## config.mk

```make
export PLATFORM = sky130hd
export DESIGN_NAME = sgram_burst_core
export DESIGN_NICKNAME = d
export VERILOG_FILES = /design/src/rtl/sgram_pkg.sv /design/src/rtl/sgram_rst_sync.sv /design/src/rtl/sgram_burst_ctrl.sv /design/src/rtl/sgram_array.sv /design/src/rtl/sgram_read_pipe.sv /design/src/rtl/sgram_burst_core.sv
export SDC_FILE = /design/constraint.sdc
export NUM_CORES = 1
export LEC_CHECK = 0
export BUFFER_PORTS_ARGS = -buffer_cell sky130_fd_sc_hd__buf_2
export CELL_PAD_IN_SITES_DETAIL_PLACEMENT = 1
export CELL_PAD_IN_SITES_GLOBAL_PLACEMENT = 1
export CORE_UTILIZATION = 30
export DETAILED_ROUTE_END_ITERATION = 16
export GPL_TIMING_DRIVEN = 0
export PLACE_DENSITY = 0.5
export SLEW_MARGIN = 20
export SYNTH_ARGS = -nofsm -noshare
export SYNTH_HDL_FRONTEND = slang
export SYNTH_HIERARCHICAL = 1
export SYNTH_SLANG_ARGS = --single-unit
```

## constraint.sdc

```tcl
create_clock -name clk -period 2 [get_ports clk]
set_input_delay 0.1 -clock clk [delete_from_list [all_inputs] [get_ports clk]]
set_output_delay 0.1 -clock clk [all_outputs]
set_load 0.005 [all_outputs]
```

## src/rtl/sgram_pkg.sv

```systemverilog
package sgram_pkg;

  typedef enum logic [1:0] {
    CMD_NOP   = 2'd0,
    CMD_READ  = 2'd1,
    CMD_WRITE = 2'd2,
    CMD_STOP  = 2'd3
  } cmd_e;

  // Pin-level decode; deselect masks every other pin.
  function automatic cmd_e decode_pins(input logic cs_n, input logic ras_n,
                                       input logic cas_n, input logic we_n);
    cmd_e c;
    c = CMD_NOP;
    if (!cs_n) begin
      case ({ras_n, cas_n, we_n})
        3'b101:  c = CMD_READ;
        3'b100:  c = CMD_WRITE;
        3'b110:  c = CMD_STOP;
        default: c = CMD_NOP;
      endcase
    end
    return c;
  endfunction

endpackage

```

## src/rtl/sgram_rst_sync.sv

```systemverilog
module sgram_rst_sync #(
  parameter int STAGES = 2
) (
  input  logic clk,
  input  logic rst_n,
  output logic rst_n_sync
);
  logic [STAGES-1:0] sync_q;

  always_ff @(posedge clk or negedge rst_n) begin
    if (!rst_n) sync_q <= '0;
    else        sync_q <= {sync_q[STAGES-2:0], 1'b1};
  end

  assign rst_n_sync = sync_q[STAGES-1];
endmodule

```

## src/rtl/sgram_burst_ctrl.sv

```systemverilog
module sgram_burst_ctrl
  import sgram_pkg::*;
#(
  parameter int COL_W = 4,
  parameter int BL_W  = 2
) (
  input  logic             clk,
  input  logic             rst_n,
  input  cmd_e             cmd,
  input  logic [COL_W-1:0] addr,
  input  logic [BL_W-1:0]  bl_code,
  output logic             rd_go,
  output logic             wr_go,
  output logic [COL_W-1:0] col,
  output logic             busy
);
  logic             act_q, act_d;
  logic             wr_q, wr_d;
  logic [COL_W-1:0] start_q, start_d;
  logic [COL_W-1:0] mask_q, mask_d;
  logic [COL_W-1:0] cnt_q, cnt_d;
  logic [COL_W-1:0] mask_new;
  logic [COL_W-1:0] wrap_sum;
  logic             st_en;

  // Burst-length code to a wrap mask of low column bits.
  always_comb begin
    mask_new = '0;
    for (int i = 0; i < COL_W; i++) begin
      if (i < int'(bl_code)) mask_new[i] = 1'b1;
    end
  end

  assign wrap_sum = start_q + cnt_q;

  always_comb begin
    act_d   = act_q;
    wr_d    = wr_q;
    start_d = start_q;
    mask_d  = mask_q;
    cnt_d   = cnt_q;
    rd_go   = 1'b0;
    wr_go   = 1'b0;
    col     = (start_q & ~mask_q) | (wrap_sum & mask_q);
    unique case (cmd)
      CMD_READ, CMD_WRITE: begin
        act_d   = |mask_new;
        wr_d    = (cmd == CMD_WRITE);
        start_d = addr;
        mask_d  = mask_new;
        cnt_d   = COL_W'(1);
        col     = addr;
        rd_go   = (cmd == CMD_READ);
        wr_go   = (cmd == CMD_WRITE);
      end
      CMD_STOP: begin
        act_d = 1'b0;
      end
      default: begin
        if (act_q) begin
          rd_go = !wr_q;
          wr_go = wr_q;
          cnt_d = cnt_q + 1'b1;
          if (cnt_q == mask_q) act_d = 1'b0;
        end
      end
    endcase
  end

  assign st_en = (cmd != CMD_NOP) || act_q;

  always_ff @(posedge clk or negedge rst_n) begin
    if (!rst_n) begin
      act_q   <= 1'b0;
      wr_q    <= 1'b0;
      start_q <= '0;
      mask_q  <= '0;
      cnt_q   <= '0;
    end else if (st_en) begin
      act_q   <= act_d;
      wr_q    <= wr_d;
      start_q <= start_d;
      mask_q  <= mask_d;
      cnt_q   <= cnt_d;
    end
  end

  assign busy = act_q;

  AST_STOP_ENDS_BURST: assert property (@(posedge clk) disable iff (!rst_n)
    (cmd == CMD_STOP) |=> !act_q);

  AST_BEAT_INSIDE_LEN: assert property (@(posedge clk) disable iff (!rst_n)
    act_q |-> ((cnt_q & ~mask_q) == '0) && (cnt_q != '0));

  AST_NEW_CMD_RESTARTS: assert property (@(posedge clk) disable iff (!rst_n)
    (cmd == CMD_READ || cmd == CMD_WRITE) |=> (start_q == $past(addr)));
endmodule

```

## src/rtl/sgram_array.sv

```systemverilog
module sgram_array #(
  parameter int DATA_W = 32,
  parameter int COL_W  = 4,
  localparam int DEPTH = 1 << COL_W
) (
  input  logic              clk,
  input  logic              we,
  input  logic [COL_W-1:0]  waddr,
  input  logic [DATA_W-1:0] wdata,
  input  logic [COL_W-1:0]  raddr,
  output logic [DATA_W-1:0] rdata
);
  logic [DATA_W-1:0] word_arr [DEPTH];

  for (genvar w = 0; w < DEPTH; w++) begin : g_word
    logic              hit;
    logic [DATA_W-1:0] word_q;
    assign hit = we && (waddr == COL_W'(w));
    always_ff @(posedge clk) begin
      if (hit) word_q <= wdata;
    end
    assign word_arr[w] = word_q;
  end

  assign rdata = word_arr[raddr];
endmodule

```

## src/rtl/sgram_read_pipe.sv

```systemverilog
module sgram_read_pipe #(
  parameter int DATA_W = 32,
  parameter int MAX_CL = 3,
  parameter int CL_W   = 2
) (
  input  logic              clk,
  input  logic              rst_n,
  input  logic              in_vld,
  input  logic [DATA_W-1:0] in_data,
  input  logic [CL_W-1:0]   cas_lat,
  output logic              out_vld,
  output logic [DATA_W-1:0] out_data
);
  localparam int SEL_W = (MAX_CL > 1) ? $clog2(MAX_CL) : 1;

  logic [MAX_CL-1:0] vld_vec;
  logic [DATA_W-1:0] dat_arr [MAX_CL];
  logic [SEL_W-1:0]  sel;

  for (genvar s = 0; s < MAX_CL; s++) begin : g_stage
    logic              v_in;
    logic [DATA_W-1:0] d_in;
    logic              v_q;
    logic [DATA_W-1:0] d_q;
    if (s == 0) begin : g_head
      assign v_in = in_vld;
      assign d_in = in_data;
    end else begin : g_tail
      assign v_in = vld_vec[s-1];
      assign d_in = dat_arr[s-1];
    end
    always_ff @(posedge clk or negedge rst_n) begin
      if (!rst_n) v_q <= 1'b0;
      else        v_q <= v_in;
    end
    always_ff @(posedge clk) begin
      if (v_in) d_q <= d_in;
    end
    assign vld_vec[s] = v_q;
    assign dat_arr[s] = d_q;
  end

  // Latency 0 is not a legal setting and is treated as 1.
  always_comb begin
    if (cas_lat == '0)                 sel = '0;
    else if (int'(cas_lat) > MAX_CL)   sel = SEL_W'(MAX_CL - 1);
    else                               sel = SEL_W'(cas_lat - 1'b1);
  end

  assign out_vld  = vld_vec[sel];
  assign out_data = out_vld ? dat_arr[sel] : '0;

  AST_CL1_FIRST_BEAT: assert property (@(posedge clk) disable iff (!rst_n)
    (in_vld && cas_lat == 2'd1) |=> out_vld);

  AST_CL2_FIRST_BEAT: assert property (@(posedge clk) disable iff (!rst_n)
    (in_vld && cas_lat == 2'd2 && $stable(cas_lat)) |-> ##2 out_vld);

  AST_CL3_FIRST_BEAT: assert property (@(posedge clk) disable iff (!rst_n)
    (in_vld && cas_lat == 2'd3 && $stable(cas_lat)) |-> ##3 out_vld);
endmodule

```

## src/rtl/sgram_burst_core.sv

```systemverilog
module sgram_burst_core
  import sgram_pkg::*;
#(
  parameter int DATA_W = 32,
  parameter int COL_W  = 4
) (
  input  logic              clk,
  input  logic              rst_n,
  input  logic              cs_n,
  input  logic              ras_n,
  input  logic              cas_n,
  input  logic              we_n,
  input  logic [COL_W-1:0]  col_addr,
  input  logic [1:0]        cas_lat,
  input  logic [1:0]        burst_len,
  input  logic [DATA_W-1:0] dq_in,
  output logic [DATA_W-1:0] dq_out,
  output logic              dq_oe
);
  localparam int MAX_CL = 3;

  logic              rst_n_sync;
  cmd_e              cmd;
  logic              rd_go;
  logic              wr_go;
  logic              busy;
  logic [COL_W-1:0]  col;
  logic [DATA_W-1:0] rdata;

  sgram_rst_sync #(.STAGES(2)) u_rst (
    .clk        (clk),
    .rst_n      (rst_n),
    .rst_n_sync (rst_n_sync)
  );

  assign cmd = decode_pins(cs_n, ras_n, cas_n, we_n);

  sgram_burst_ctrl #(.COL_W(COL_W), .BL_W(2)) u_ctrl (
    .clk     (clk),
    .rst_n   (rst_n_sync),
    .cmd     (cmd),
    .addr    (col_addr),
    .bl_code (burst_len),
    .rd_go   (rd_go),
    .wr_go   (wr_go),
    .col     (col),
    .busy    (busy)
  );

  sgram_array #(.DATA_W(DATA_W), .COL_W(COL_W)) u_mem (
    .clk   (clk),
    .we    (wr_go),
    .waddr (col),
    .wdata (dq_in),
    .raddr (col),
    .rdata (rdata)
  );

  sgram_read_pipe #(.DATA_W(DATA_W), .MAX_CL(MAX_CL), .CL_W(2)) u_pipe (
    .clk      (clk),
    .rst_n    (rst_n_sync),
    .in_vld   (rd_go),
    .in_data  (rdata),
    .cas_lat  (cas_lat),
    .out_vld  (dq_oe),
    .out_data (dq_out)
  );

  AST_STOP_MASKS_WRITE: assert property (@(posedge clk) disable iff (!rst_n_sync)
    (!cs_n && ras_n && cas_n && !we_n) |-> !wr_go);

  AST_DESELECT_QUIET: assert property (@(posedge clk) disable iff (!rst_n_sync)
    (cs_n && !busy) |-> !(rd_go || wr_go));

  AST_ONE_BEAT_KIND: assert property (@(posedge clk) disable iff (!rst_n_sync)
    !(rd_go && wr_go));
endmodule

```

==> insert_results.sql, run 1 <==
INSERT INTO impl_metrics (metric_group, metric, value, unit) VALUES
('timing', 'final-hold-violation-count', '0', ''),
('clocking', 'clk_path_buf_depth', '3', ''),
('critical_path', 'crit_slowest_cell', 'sky130_fd_sc_hd__dfrtp_2', ''),
('power', 'pwr_cell_area', '1280', 'nW/um^2'),
('detailed_routing', 'drt_pass1_iterations', '5', ''),
('clocking', 'h-tree-depth', '3', ''),
('critical_path', 'max_stage_delay', '0.42', 'ns'),
('critical_path', 'reg2reg_from', 'u_ctrl/cnt_q[0]', ''),
('status', 'failed_checks', 'negative setup slack', ''),
('finish', 'reg_area', '18700', 'sq um'),
('grt', 'grt_util_all_layers', '15.1', '%'),
('finish', 'multiInputGateArea', '5550', 'sq um'),
('detailed_routing', 'drc', '0', ''),
('finish', 'fillCellCount', '7482', ''),
('detailed_routing', 'route.detailed.vias_per_inst', '4.83', ''),
('floorplanning', 'die-area', '80800', 'sq um'),
('placed_design', 'placedCellCount', '2265', ''),
('yosys', 'netlist-cell-type-count', '41', ''),
('critical_path', 'timing_worst_setup_path_type', 'reg2reg', ''),
('finish', 'layout.cells.most_common_list', '608 x sky130_fd_sc_hd__edfxtp_1, 128 x sky130_fd_sc_hd__mux4_2, 110 x sky130_fd_sc_hd__clkbuf_16', ''),
('placed_design', 'io_port_bufs', '77', ''),
('finish', 'finalInstanceArea', '31900', 'sq um'),
('floorplanning', 'num_io_pins', '79', ''),
('finish', 'post_layout_nonfiller_instances', '2534', ''),
('timing', 'grt_setup_unrepaired', 'yes', ''),
('clocking', 'clk-insertion-delay-late', '0.62', 'ns'),
('yosys', 'most_common_flop_cell_mapped_by_yosys', 'sky130_fd_sc_hd__edfxtp_1', ''),
('yosys', 'synth_async_sr_flop_share', '2.88', '%'),
('power', 'leakage', '10.5', 'nW'),
('placed_design', 'finalWeightedCongestion', '0.685', ''),
('yosys', 'postSynthRegisterBits', '626', ''),
('clocking', 'cts_tree', 'yes', ''),
('timing', 'slew-limit-headroom', '28.5', '%'),
('timing', 'maximum_clock_frequency', '343', 'MHz'),
('floorplanning', 'fp.coreArea', '78900', 'sq um'),
('worst_hold_path', 'worstHoldStart', 'we_n', ''),
('floorplanning', 'initial_utilization', '30.3', '%'),
('critical_path', 'arrival', '3.23', 'ns'),
('critical_path', 'cp_common_cell', 'sky130_fd_sc_hd__buf_12', ''),
('floorplanning', 'die_y', '284', 'microns'),
('detailed_routing', 'detail_route.wirelength', '66.0', 'mm'),
('yosys', 'sequential_element_share_of_the_synthesized_area', '78.2', '%'),
('critical_path', 'startpoint', 'u_ctrl/cnt_q[0]', ''),
('grt', 'number_of_antenna_violations_at_the_first_check_in_global_routing', '4', ''),
('floorplanning', 'die_width', '284', 'microns'),
('grt', 'grt_overflow_total', '0', ''),
('clocking', 'cts_made_buffers', '69', ''),
('timing', 'layout_min_cycle_time', '2.92', 'ns'),
('clocking', 'clk_root_buffer_cell', 'sky130_fd_sc_hd__clkbuf_16', ''),
('detailed_routing', 'route.vias.total', '12200', ''),
('detailed_routing', 'ant_nets', '0', ''),
('timing', 'final.period_utilization', '146', '%'),
('yosys', 'synthesis.instances', '1105', ''),
('worst_hold_path', 'hold_path.class', 'in2reg', ''),
('placed_design', 'place_hpwl', '39.2', 'mm'),
('finish', 'final_nets', '1486', ''),
('timing', 'worst_slack', '-0.916', 'ns'),
('yosys', 'synth-edff-count', '608', ''),
('yosys', 'syn-cell-area', '23900', 'sq um'),
('detailed_routing', 'detail_route.iter0.violations', '903', ''),
('clocking', 'clock_sinks', '626', ''),
('yosys', 'yosys_warnings', '6', ''),
('power', 'ir_drop', '0.775', 'mV'),
('placed_design', 'placement.cell_area', '26500', 'sq um'),
('placed_design', 'placement.setup.worst_slack', '-2.26', 'ns'),
('grt', 'via_count_of_the_first_global_routing_pass', '12800', ''),
('finish', 'area_delta_synth_final', '33.4', '%'),
('timing', 'setup_viol', '577', ''),
('grt', 'grt_first_pass_wirelength', '88.4', 'mm'),
('status', 'status', 'finished with violations', ''),
('timing', 'hold_worst_slack', '0.183', 'ns');
-- through the flow --
step / power [mW] / TNS [ns] / util [%]
6_report: 40.9 / -408.43 / 40.4
5_1_grt: 42.4 / -450.09 / 40.4
3_3_place_gp: 26.0 / -1142.73 / 32.7
2_1_floorplan: 22.4 / -492.90 / -
3_5_place_dp: 26.2 / -767.62 / 33.6
4_1_cts: 41.1 / -370.83 / 38.6
-- synth_stat cells, drive strengths merged, types with 8 or more instances --
cell type | count | area [sq um]
edfxtp | 608 | 18300
a22oi | 64 | 480
buf | 30 | 220
clkbuf | 28 | 113
mux4 | 128 | 2880
nand2 | 39 | 146
mux2i | 37 | 383
a211oi | 32 | 240
nor2 | 49 | 184
inv | 11 | 41.3
mux2 | 8 | 93.8
dfrtp | 18 | 450
-- flip-flops by register name (all words and copies together) (netlist names) --
name,cells
u_ctrl/wr_q,1
u_rst/sync_q,2
u_ctrl/cnt_q,4
u_pipe/g_stage.d_q,96
u_pipe/g_stage.v_q,3
u_ctrl/busy,1
u_mem/g_word.word_q,512
u_ctrl/start_q,4
u_ctrl/mask_q,3
-- layer usage --
layer	routed length, microns	part of all wire, %	track usage, %	up-vias
li1	-	-	-	5271
met1	30000	45	20.9	6580
met2	31900	48	24.4	298
met3	2830	4.3	2.34	83
met4	1320	2.0	4.92	4
met5	27	0.041	0	-
-- final timing paths --
check / cells past startpoint / to / slack [ns]
worst max-delay path: 10 / u_mem/g_word[4].word_q[18] / -0.92
worst max register to register: 10 / u_mem/g_word[4].word_q[18] / -0.92
worst min-delay path: 4 / u_ctrl/wr_q / 0.18
worst min register to register: 0 / u_pipe/g_stage[2].v_q / 0.30
max in group asynchronous: 0 / u_pipe/g_stage[1].v_q / 1.17
min in group asynchronous: 0 / u_pipe/g_stage[2].v_q / 0.30
-- report_power, final --
part	leakage, nW	switching (mW)	internal (mW)
logic	3.80	7.22	6.32
registers	5.68	0.173	14.9
clock network	1.05	5.11	7.14
-- kinds of logic after synthesis --
| logic type | after synthesis | share of synthesized area [%] |
|---|---|---|
| flops | 626 | 78.2 |
| simple gates | 113 | 2.06 |
| xor+xnor | 5 | 0.183 |
| buf+inv | 69 | 1.56 |
| compound gates | 110 | 3.43 |
| mux | 173 | 14.1 |
| fa+ha+maj | 8 | 0.450 |
| other cells | 1 | 0.0157 |
-- worst max-delay path, delay by kind of cell, from the launching register on --
family	cells	cell delay [ns]
xor+xnor	1	0.17
compound gates	1	0.35
simple gates	3	0.55
flops	1	0.42
buf+inv	3	0.60
fa+ha+maj	2	0.50
-- area by class of cell --
cell class,instances,area share (%)
flip-flops and latches,626,58.7
well taps,1050,4.12
repair buffers,257,10.7
inverters,11,0.129
plain buffers,57,2.25
clock buffers,88,5.87
clock inverters,35,0.895
multi-input cells,410,17.4
-- timing repair --
action	4_1_cts	5_1_grt
buffers inserted	37	38
pin swaps	49	22
gates cloned	7	28
endpoints found under the setup margin	577	577
gates resized for setup	202	92
hold buffers	41	0
endpoints found under the hold margin	521	0
(Power assumes the default switching activity.)
==> inputs of run 2 (changes only) <==
--- a/config.mk
+++ b/config.mk
@@ -11,7 +11,7 @@
 export CORE_UTILIZATION = 30
 export DETAILED_ROUTE_END_ITERATION = 16
 export GPL_TIMING_DRIVEN = 0
-export PLACE_DENSITY = 0.5
+export PLACE_DENSITY_LB_ADDON = 0.1
 export SLEW_MARGIN = 20
 export SYNTH_ARGS = -nofsm -noshare
 export SYNTH_HDL_FRONTEND = slang
==> constraint.sdc (replaced) <==
create_clock -name clk -period 3.4 [get_ports clk]
set_input_delay 0.17 -clock clk [delete_from_list [all_inputs] [get_ports clk]]
set_output_delay 0.17 -clock clk [all_outputs]
set_load 0.005 [all_outputs]
==> run 2 against run 1 <==
  * The flow now finishes without violations
  * Sequential share of layout area rose by 4.9 points
  * Maximum frequency fell by 11%
  * Largest power group unchanged
  * First-iteration DRC count fell by 10%
  * Global-route usage rose by 0.56 points
  * Register-to-register slack improved by 1.0 ns
==> insert_results.sql, run 2 (synthesized netlist as in run 1, its figures left out) <==
INSERT INTO impl_metrics (metric_group, metric, value, unit) VALUES
('flow_run', 'max-cap-violations', '0', ''),
('critical_path', 'timing_worst_setup_path_type', 'reg2reg', ''),
('clocking', 'clock_sinks', '626', ''),
('clocking', 'clk_root_buffer_cell', 'sky130_fd_sc_hd__clkbuf_16', ''),
('timing', 'layout_min_cycle_time', '3.29', 'ns'),
('floorplanning', 'die_width', '284', 'microns'),
('floorplanning', 'initial_utilization', '30.3', '%'),
('timing', 'final-hold-violation-count', '0', ''),
('timing', 'worst_slew_pin_slew', '0.785', 'ns'),
('clocking', 'cts_tree', 'yes', ''),
('finish', 'final_layout_size_suffix_gt1_share', '31.0', '%'),
('floorplanning', 'die-area', '80800', 'sq um'),
('floorplanning', 'num_io_pins', '79', ''),
('grt', 'grt_overflow_total', '0', ''),
('placed_design', 'finalWeightedCongestion', '0.684', ''),
('critical_path', 'cp.buffers_inverters', '3', ''),
('floorplanning', 'fp.coreArea', '78900', 'sq um'),
('grt', 'number_of_antenna_violations_at_the_first_check_in_global_routing', '4', ''),
('status', 'status', 'complete, no violations', ''),
('finish', 'layout.cells.most_common_list', '608 x sky130_fd_sc_hd__edfxtp_1, 128 x sky130_fd_sc_hd__mux4_2, 83 x sky130_fd_sc_hd__buf_2', ''),
('detailed_routing', 'ant_nets', '0', ''),
('clocking', 'clk_path_buf_depth', '3', ''),
('timing', 'slew-limit-headroom', '47.7', '%'),
('timing', 'maxSlewViolCount', '0', ''),
('critical_path', 'critPathRequiredTime', '3.66', 'ns'),
('power', 'ir_drop', '0.338', 'mV'),
('grt', 'grt_start_max_net_pins', '27', ''),
('power', 'fin_total_pwr', '22.6', 'mW'),
('finish', 'largest_register_by_flop_count', 'u_mem/g_word.word_q', ''),
('critical_path', 'arrival', '3.54', 'ns'),
('detailed_routing', 'route.vias.total', '11600', ''),
('critical_path', 'cell_class_contributing_the_biggest_share_of_worst_path_delay', 'buffers and inverters', ''),
('critical_path', 'crit_slowest_cell', 'sky130_fd_sc_hd__fa_1', ''),
('power', 'leakage', '9.63', 'nW'),
('detailed_routing', 'route.detailed.vias_per_inst', '4.74', ''),
('finish', 'largest_reg_flops', '512', ''),
('finish', 'area_delta_synth_final', '23.1', '%'),
('worst_hold_path', 'hold_path.class', 'in2reg', ''),
('clocking', 'cts.reportedPaths.clkPinSlew', '0.06', 'ns'),
('finish', 'final_nets', '1402', ''),
('detailed_routing', 'drc', '0', ''),
('grt', 'grt_first_pass_wirelength', '90.7', 'mm'),
('detailed_routing', 'wl_per_cell', '25.4', 'microns'),
('grt', 'grt_util_all_layers', '15.7', '%'),
('power', 'pwr_cell_area', '767', 'nW/um^2'),
('timing', 'finalClockSkew', '0.0286', 'ns'),
('critical_path', 'endpoint_kind', 'flip-flop', ''),
('floorplanning', 'core.rowCount', '103', ''),
('clocking', 'cts_made_buffers', '71', ''),
('placed_design', 'io_port_bufs', '77', ''),
('timing', 'hold_worst_slack', '0.247', 'ns'),
('timing', 'final.period_utilization', '96.7', '%'),
('finish', 'largest_regs', 'u_mem/g_word.word_q (512), u_pipe/g_stage.d_q (96)', ''),
('detailed_routing', 'detail_route.wirelength', '62.4', 'mm'),
('grt', 'via_count_of_the_first_global_routing_pass', '12700', ''),
('detailed_routing', 'detail_route.iter0.violations', '812', ''),
('floorplanning', 'die_y', '284', 'microns'),
('timing', 'maximum_clock_frequency', '304', 'MHz'),
('placed_design', 'place_hpwl', '41.0', 'mm'),
('critical_path', 'max_stage_delay', '0.48', 'ns'),
('timing', 'setup-tns-final', '0', 'ns'),
('clocking', 'clk-insertion-delay-late', '0.60', 'ns'),
('timing', 'setup_viol', '0', ''),
('critical_path', 'path_max_fanout', '10', ''),
('critical_path', 'crit_chain', 'ha_1, fa_1, mux2i_1, o21ai_2, buf_6, buf_4, clkbuf_4, mux4_2, a22oi_1, nand2_1', ''),
('critical_path', 'critical_path_source_type', 'flip-flop', ''),
('finish', 'final_common_cell', 'sky130_fd_sc_hd__edfxtp_1', ''),
('detailed_routing', 'drt_pass1_iterations', '4', ''),
('clocking', 'h-tree-depth', '3', '');
## run 2: changes by cell type in the layout (fill, tap and decap cells not counted), sizes merged
cell,delta
buf,-54
clkbuf,-20
clkinv,-6
bufinv,-3
clkinvlp,+1
diode,+1
inv,-1
## run 2: area by class of cell
class	instances	area, sq um
fill	7678	49400
sequential	626	18700
multi-input combinational	410	5000
clock buffer	100	1980
timing repair buffer	170	1810
tap	1050	1310
buffer	58	419
clock inverter	26	155
inverter	11	41.3
antenna	1	2.50
## run 2: timing repair
item,4_1_cts,5_1_grt
hold buffers,41,0
buffers inserted,10,1
gates resized for setup,48,15
endpoints found under the setup margin,149,315
endpoints found under the hold margin,521,0
pin swaps,6,1
## run 2: worst register-to-register path: cells and delay by family (launching register included)
| kind | cells | cell delay, ns |
|---|---|---|
| DFF | 1 | 0.44 |
| and+or+nand+nor | 1 | 0.23 |
| AOI/OAI and AO/OA | 2 | 0.29 |
| buffers and inverters | 3 | 0.85 |
| adders and majority gates | 2 | 0.70 |
| muxes | 2 | 0.42 |
## run 2: worst paths after layout
path | start | end | slack [ns] | depth (start not counted)
worst max-delay path | u_ctrl/cnt_q[0] | u_pipe/g_stage[0].d_q[17] | 0.11 | 10
worst min-delay path | we_n | u_ctrl/wr_q | 0.25 | 4
worst max register to register | u_ctrl/cnt_q[0] | u_pipe/g_stage[0].d_q[17] | 0.11 | 10
worst min register to register | u_rst/sync_q[1] | u_ctrl/start_q[3] | 0.32 | 0
max in group asynchronous | u_rst/sync_q[1] | u_pipe/g_stage[1].v_q | 2.52 | 0
min in group asynchronous | u_rst/sync_q[1] | u_ctrl/start_q[3] | 0.32 | 0
## run 2: where the power goes
group	total [mW]	internal [mW]	switching, mW
combinational	6.55	2.76	3.78
clock	7.14	4.13	3.01
sequential	8.89	8.78	0.109
## run 2: through the flow
step	utilization (%)	std cells	instance area (sq um)	setup WS [ns]
detailed placement	33.9	2273	26700	-0.845
finish	37.3	2452	29400	0.113
global route	37.3	2451	29400	-0.00119
floorplan	-	1105	23900	-0.487
global placement	32.5	2232	25600	-3.74
CTS	37.3	2450	29400	-0.0148
## run 2: metal layers
layer | global-route usage (%) | vias up | routed length, microns
met2 | 25.4 | 200 | 29800
li1 | - | 5097 | -
met3 | 2.46 | 76 | 2220
met4 | 4.45 | 4 | 1160
met1 | 21.8 | 6245 | 29100
met5 | 0 | - | 21
==> inputs of run 3 (changes only) <==
--- a/config.mk
+++ b/config.mk
@@ -12,7 +12,6 @@
 export DETAILED_ROUTE_END_ITERATION = 16
 export GPL_TIMING_DRIVEN = 0
 export PLACE_DENSITY_LB_ADDON = 0.1
-export SLEW_MARGIN = 20
 export SYNTH_ARGS = -nofsm -noshare
 export SYNTH_HDL_FRONTEND = slang
 export SYNTH_HIERARCHICAL = 1
==> constraint.sdc (replaced) <==
create_clock -name clk -period 3.4 [get_ports clk]
set_input_delay 0.17 -clock clk [delete_from_list [all_inputs] [get_ports clk]]
set_output_delay 0.17 -clock clk [all_outputs]
set_load 0.1 [all_outputs]
==> run 3 against run 2 <==
  * Clock skew shrank 0.0095 ns
  * Combinational power rose by 3%
  * Critical path depth stayed put
  * Non-clock buffer count up 5
==> insert_results.sql, run 3 (synthesized netlist as in run 1, its figures left out) <==
INSERT INTO impl_metrics (metric_group, metric, value, unit) VALUES
('grt', 'number_of_antenna_violations_at_the_first_check_in_global_routing', '4', ''),
('floorplanning', 'num_io_pins', '79', ''),
('clocking', 'cts.reportedPaths.clkPinSlew', '0.05', 'ns'),
('clocking', 'cts_tree', 'yes', ''),
('timing', 'setup_viol', '0', ''),
('critical_path', 'reg2reg_from', 'u_ctrl/cnt_q[0]', ''),
('critical_path', 'timing_worst_setup_path_type', 'reg2reg', ''),
('clocking', 'clk_root_buffer_cell', 'sky130_fd_sc_hd__clkbuf_16', ''),
('detailed_routing', 'dr.max_layer_used', 'met5', ''),
('timing', 'layout_min_cycle_time', '3.34', 'ns'),
('floorplanning', 'die-area', '80800', 'sq um'),
('grt', 'via_count_of_the_first_global_routing_pass', '12900', ''),
('critical_path', 'path_max_fanout', '10', ''),
('floorplanning', 'fp.coreArea', '78900', 'sq um'),
('placed_design', 'io_port_bufs', '77', ''),
('critical_path', 'arrival', '3.64', 'ns'),
('floorplanning', 'die_y', '284', 'microns'),
('detailed_routing', 'detail_route.wirelength', '63.0', 'mm'),
('finish', 'area_delta_synth_final', '23.6', '%'),
('floorplanning', 'initial_utilization', '30.3', '%'),
('detailed_routing', 'wl_per_cell', '25.6', 'microns'),
('grt', 'grt_start_max_net_pins', '35', ''),
('power', 'sw_frac_of_total', '30.9', '%'),
('detailed_routing', 'drt_pass1_iterations', '5', ''),
('finish', 'final_layout_size_suffix_gt1_share', '31.7', '%'),
('floorplanning', 'die_width', '284', 'microns'),
('power', 'clock_network_fraction_of_design_power', '32.1', '%'),
('finish', 'final_nets', '1407', ''),
('critical_path', 'reg2reg_depth', '10', ''),
('placed_design', 'finalWeightedCongestion', '0.705', ''),
('grt', 'grt_overflow_total', '0', ''),
('timing', 'grt_setup_unrepaired', 'no', ''),
('placed_design', 'placedCellCount', '2258', ''),
('timing', 'final-hold-violation-count', '0', ''),
('timing', 'slew-limit-headroom', '39.7', '%'),
('clocking', 'clk-insertion-delay-late', '0.60', 'ns'),
('timing', 'worst_slew_pin_slew', '0.904', 'ns'),
('clocking', 'clk_path_buf_depth', '3', ''),
('critical_path', 'startpoint', 'u_ctrl/cnt_q[0]', ''),
('power', 'seqPwrFrac', '38.7', '%'),
('critical_path', 'endpoint_kind', 'flip-flop', ''),
('power', 'pwr_cell_area', '780', 'nW/um^2'),
('power', 'power.internal', '15.9', 'mW'),
('status', 'status', 'complete, no violations', ''),
('timing', 'maxSlewViolCount', '0', ''),
('detailed_routing', 'dr_wl_met2', '29.9', 'mm'),
('detailed_routing', 'ant_nets', '0', ''),
('finish', 'largest_regs', 'u_mem/g_word.word_q (512), u_pipe/g_stage.d_q (96)', ''),
('finish', 'finalInstanceArea', '29600', 'sq um'),
('placed_design', 'placement.cell_area', '26400', 'sq um'),
('floorplanning', 'core.rowCount', '103', ''),
('timing', 'finalClockSkew', '0.0191', 'ns'),
('power', 'power_frac_comb', '29.3', '%'),
('placed_design', 'place_hpwl', '39.9', 'mm'),
('power', 'netSwitchingPower', '7.13', 'mW'),
('clocking', 'cts_made_buffers', '71', ''),
('timing', 'worst_slack', '0.0551', 'ns'),
('critical_path', 'worst_r2r_endpoint', 'u_pipe/g_stage[0].d_q[16]', ''),
('critical_path', 'endpoint', 'u_pipe/g_stage[0].d_q[16]', ''),
('placed_design', 'placement.setup.worst_slack', '-1.24', 'ns'),
('detailed_routing', 'detail_route.iter0.violations', '721', ''),
('finish', 'number_of_diodes', '0', ''),
('critical_path', 'critPathRequiredTime', '3.69', 'ns'),
('detailed_routing', 'drc', '0', ''),
('finish', 'largest_register_by_flop_count', 'u_mem/g_word.word_q', ''),
('timing', 'maximum_clock_frequency', '299', 'MHz'),
('detailed_routing', 'route.detailed.vias_per_inst', '4.82', ''),
('finish', 'largest_reg_flops', '512', ''),
('timing', 'final.period_utilization', '98.4', '%'),
('clocking', 'h-tree-depth', '3', ''),
('grt', 'grt_util_all_layers', '15.8', '%'),
('grt', 'grt_first_pass_wirelength', '91.8', 'mm'),
('critical_path', 'setup.reg_to_reg.worst_slack', '0.06', 'ns'),
('finish', 'utilization', '37.5', '%'),
('clocking', 'clock_sinks', '626', ''),
('finish', 'layout.cells.most_common_list', '608 x sky130_fd_sc_hd__edfxtp_1, 128 x sky130_fd_sc_hd__mux4_2, 83 x sky130_fd_sc_hd__buf_2', ''),
('detailed_routing', 'wirelength_met1', '29.8', 'mm'),
('critical_path', 'critical_path_source_type', 'flip-flop', ''),
('power', 'leakage', '9.69', 'nW'),
('detailed_routing', 'route.vias.total', '11800', ''),
('worst_hold_path', 'hold_path.class', 'in2reg', ''),
('finish', 'post_layout_nonfiller_instances', '2456', ''),
('detailed_routing', 'detailroute.wirelength.met3', '2.18', 'mm'),
('finish', 'final_common_cell', 'sky130_fd_sc_hd__edfxtp_1', ''),
('worst_hold_path', 'worstHoldStart', 'we_n', ''),
('power', 'ir_drop', '0.378', 'mV'),
('flow_run', 'max-cap-violations', '0', '');
-- run 3: cell type report --
cell class                 instances  area [sq um]
buffer                            58           422
clock buffer                      95          1930
clock inverter                    31           282
fill                            7636         49300
inverter                          11          41.3
multi-input combinational        410          5010
sequential                       626         18700
tap                             1050          1310
timing repair buffer             175          1850
-- run 3: power groups by stage --
stage	sequential [mW]	combinational, mW	clock [mW]
after global placement	9.08	6.51	0
final	8.91	6.74	7.39
after CTS	8.91	6.85	7.65
after floorplan	9.03	4.17	0
after detailed placement	9.08	6.64	0
after global routing	8.93	7.21	7.90
-- run 3: worst max-delay path, stage by stage (launching register included) --
cell and delay, ns:
sky130_fd_sc_hd__dfrtp_1 0.45, sky130_fd_sc_hd__ha_1 0.23, sky130_fd_sc_hd__fa_1 0.38, sky130_fd_sc_hd__xor2_1 0.26, sky130_fd_sc_hd__a211o_1 0.18, sky130_fd_sc_hd__nand3_2 0.19, sky130_fd_sc_hd__nor2b_1 0.20, sky130_fd_sc_hd__clkbuf_1 0.21
sky130_fd_sc_hd__clkbuf_4 0.30, sky130_fd_sc_hd__a22oi_1 0.37, sky130_fd_sc_hd__nand2_1 0.25
-- run 3: per-layer routing --
metal  global-route usage (%)  vias to the layer above
li1                         -                     5111
met1                     22.3                     6441
met2                     25.4                      200
met3                     2.54                       78
met4                     4.27                        4
met5                        0                        -
-- run 3: timing repair --
item	in CTS	in global routing
hold endpoints to repair	521	0
hold buffers	41	0
setup endpoints to repair	465	85
setup buffers	31	0
cloned	0	0
gates resized for setup	47	10
pin swaps	16	0
-- run 3: through the flow --
step | power, mW | hold slack, ns | TNS (ns)
4_1_cts | 23.4 | 0.209 | 0
2_1_floorplan | 13.2 | -0.126 | -57.52
5_1_grt | 24.0 | 0.256 | 0
3_3_place_gp | 15.6 | -0.0443 | -1305.07
6_report | 23.0 | 0.245 | 0
3_5_place_dp | 15.7 | -0.0426 | -193.83
-- run 3: worst min path at each step --
stage | endpoint | slack (ns) | cells after the start
6_report | u_ctrl/wr_q | 0.24 | 4
5_1_grt | u_ctrl/wr_q | 0.26 | 4
4_1_cts | u_ctrl/wr_q | 0.21 | 4
3_5_place_dp | u_rst/sync_q[1] | -0.04 | 1
3_3_place_gp | u_rst/sync_q[1] | -0.04 | 1
2_1_floorplan | u_rst/sync_q[0] | -0.13 | 0
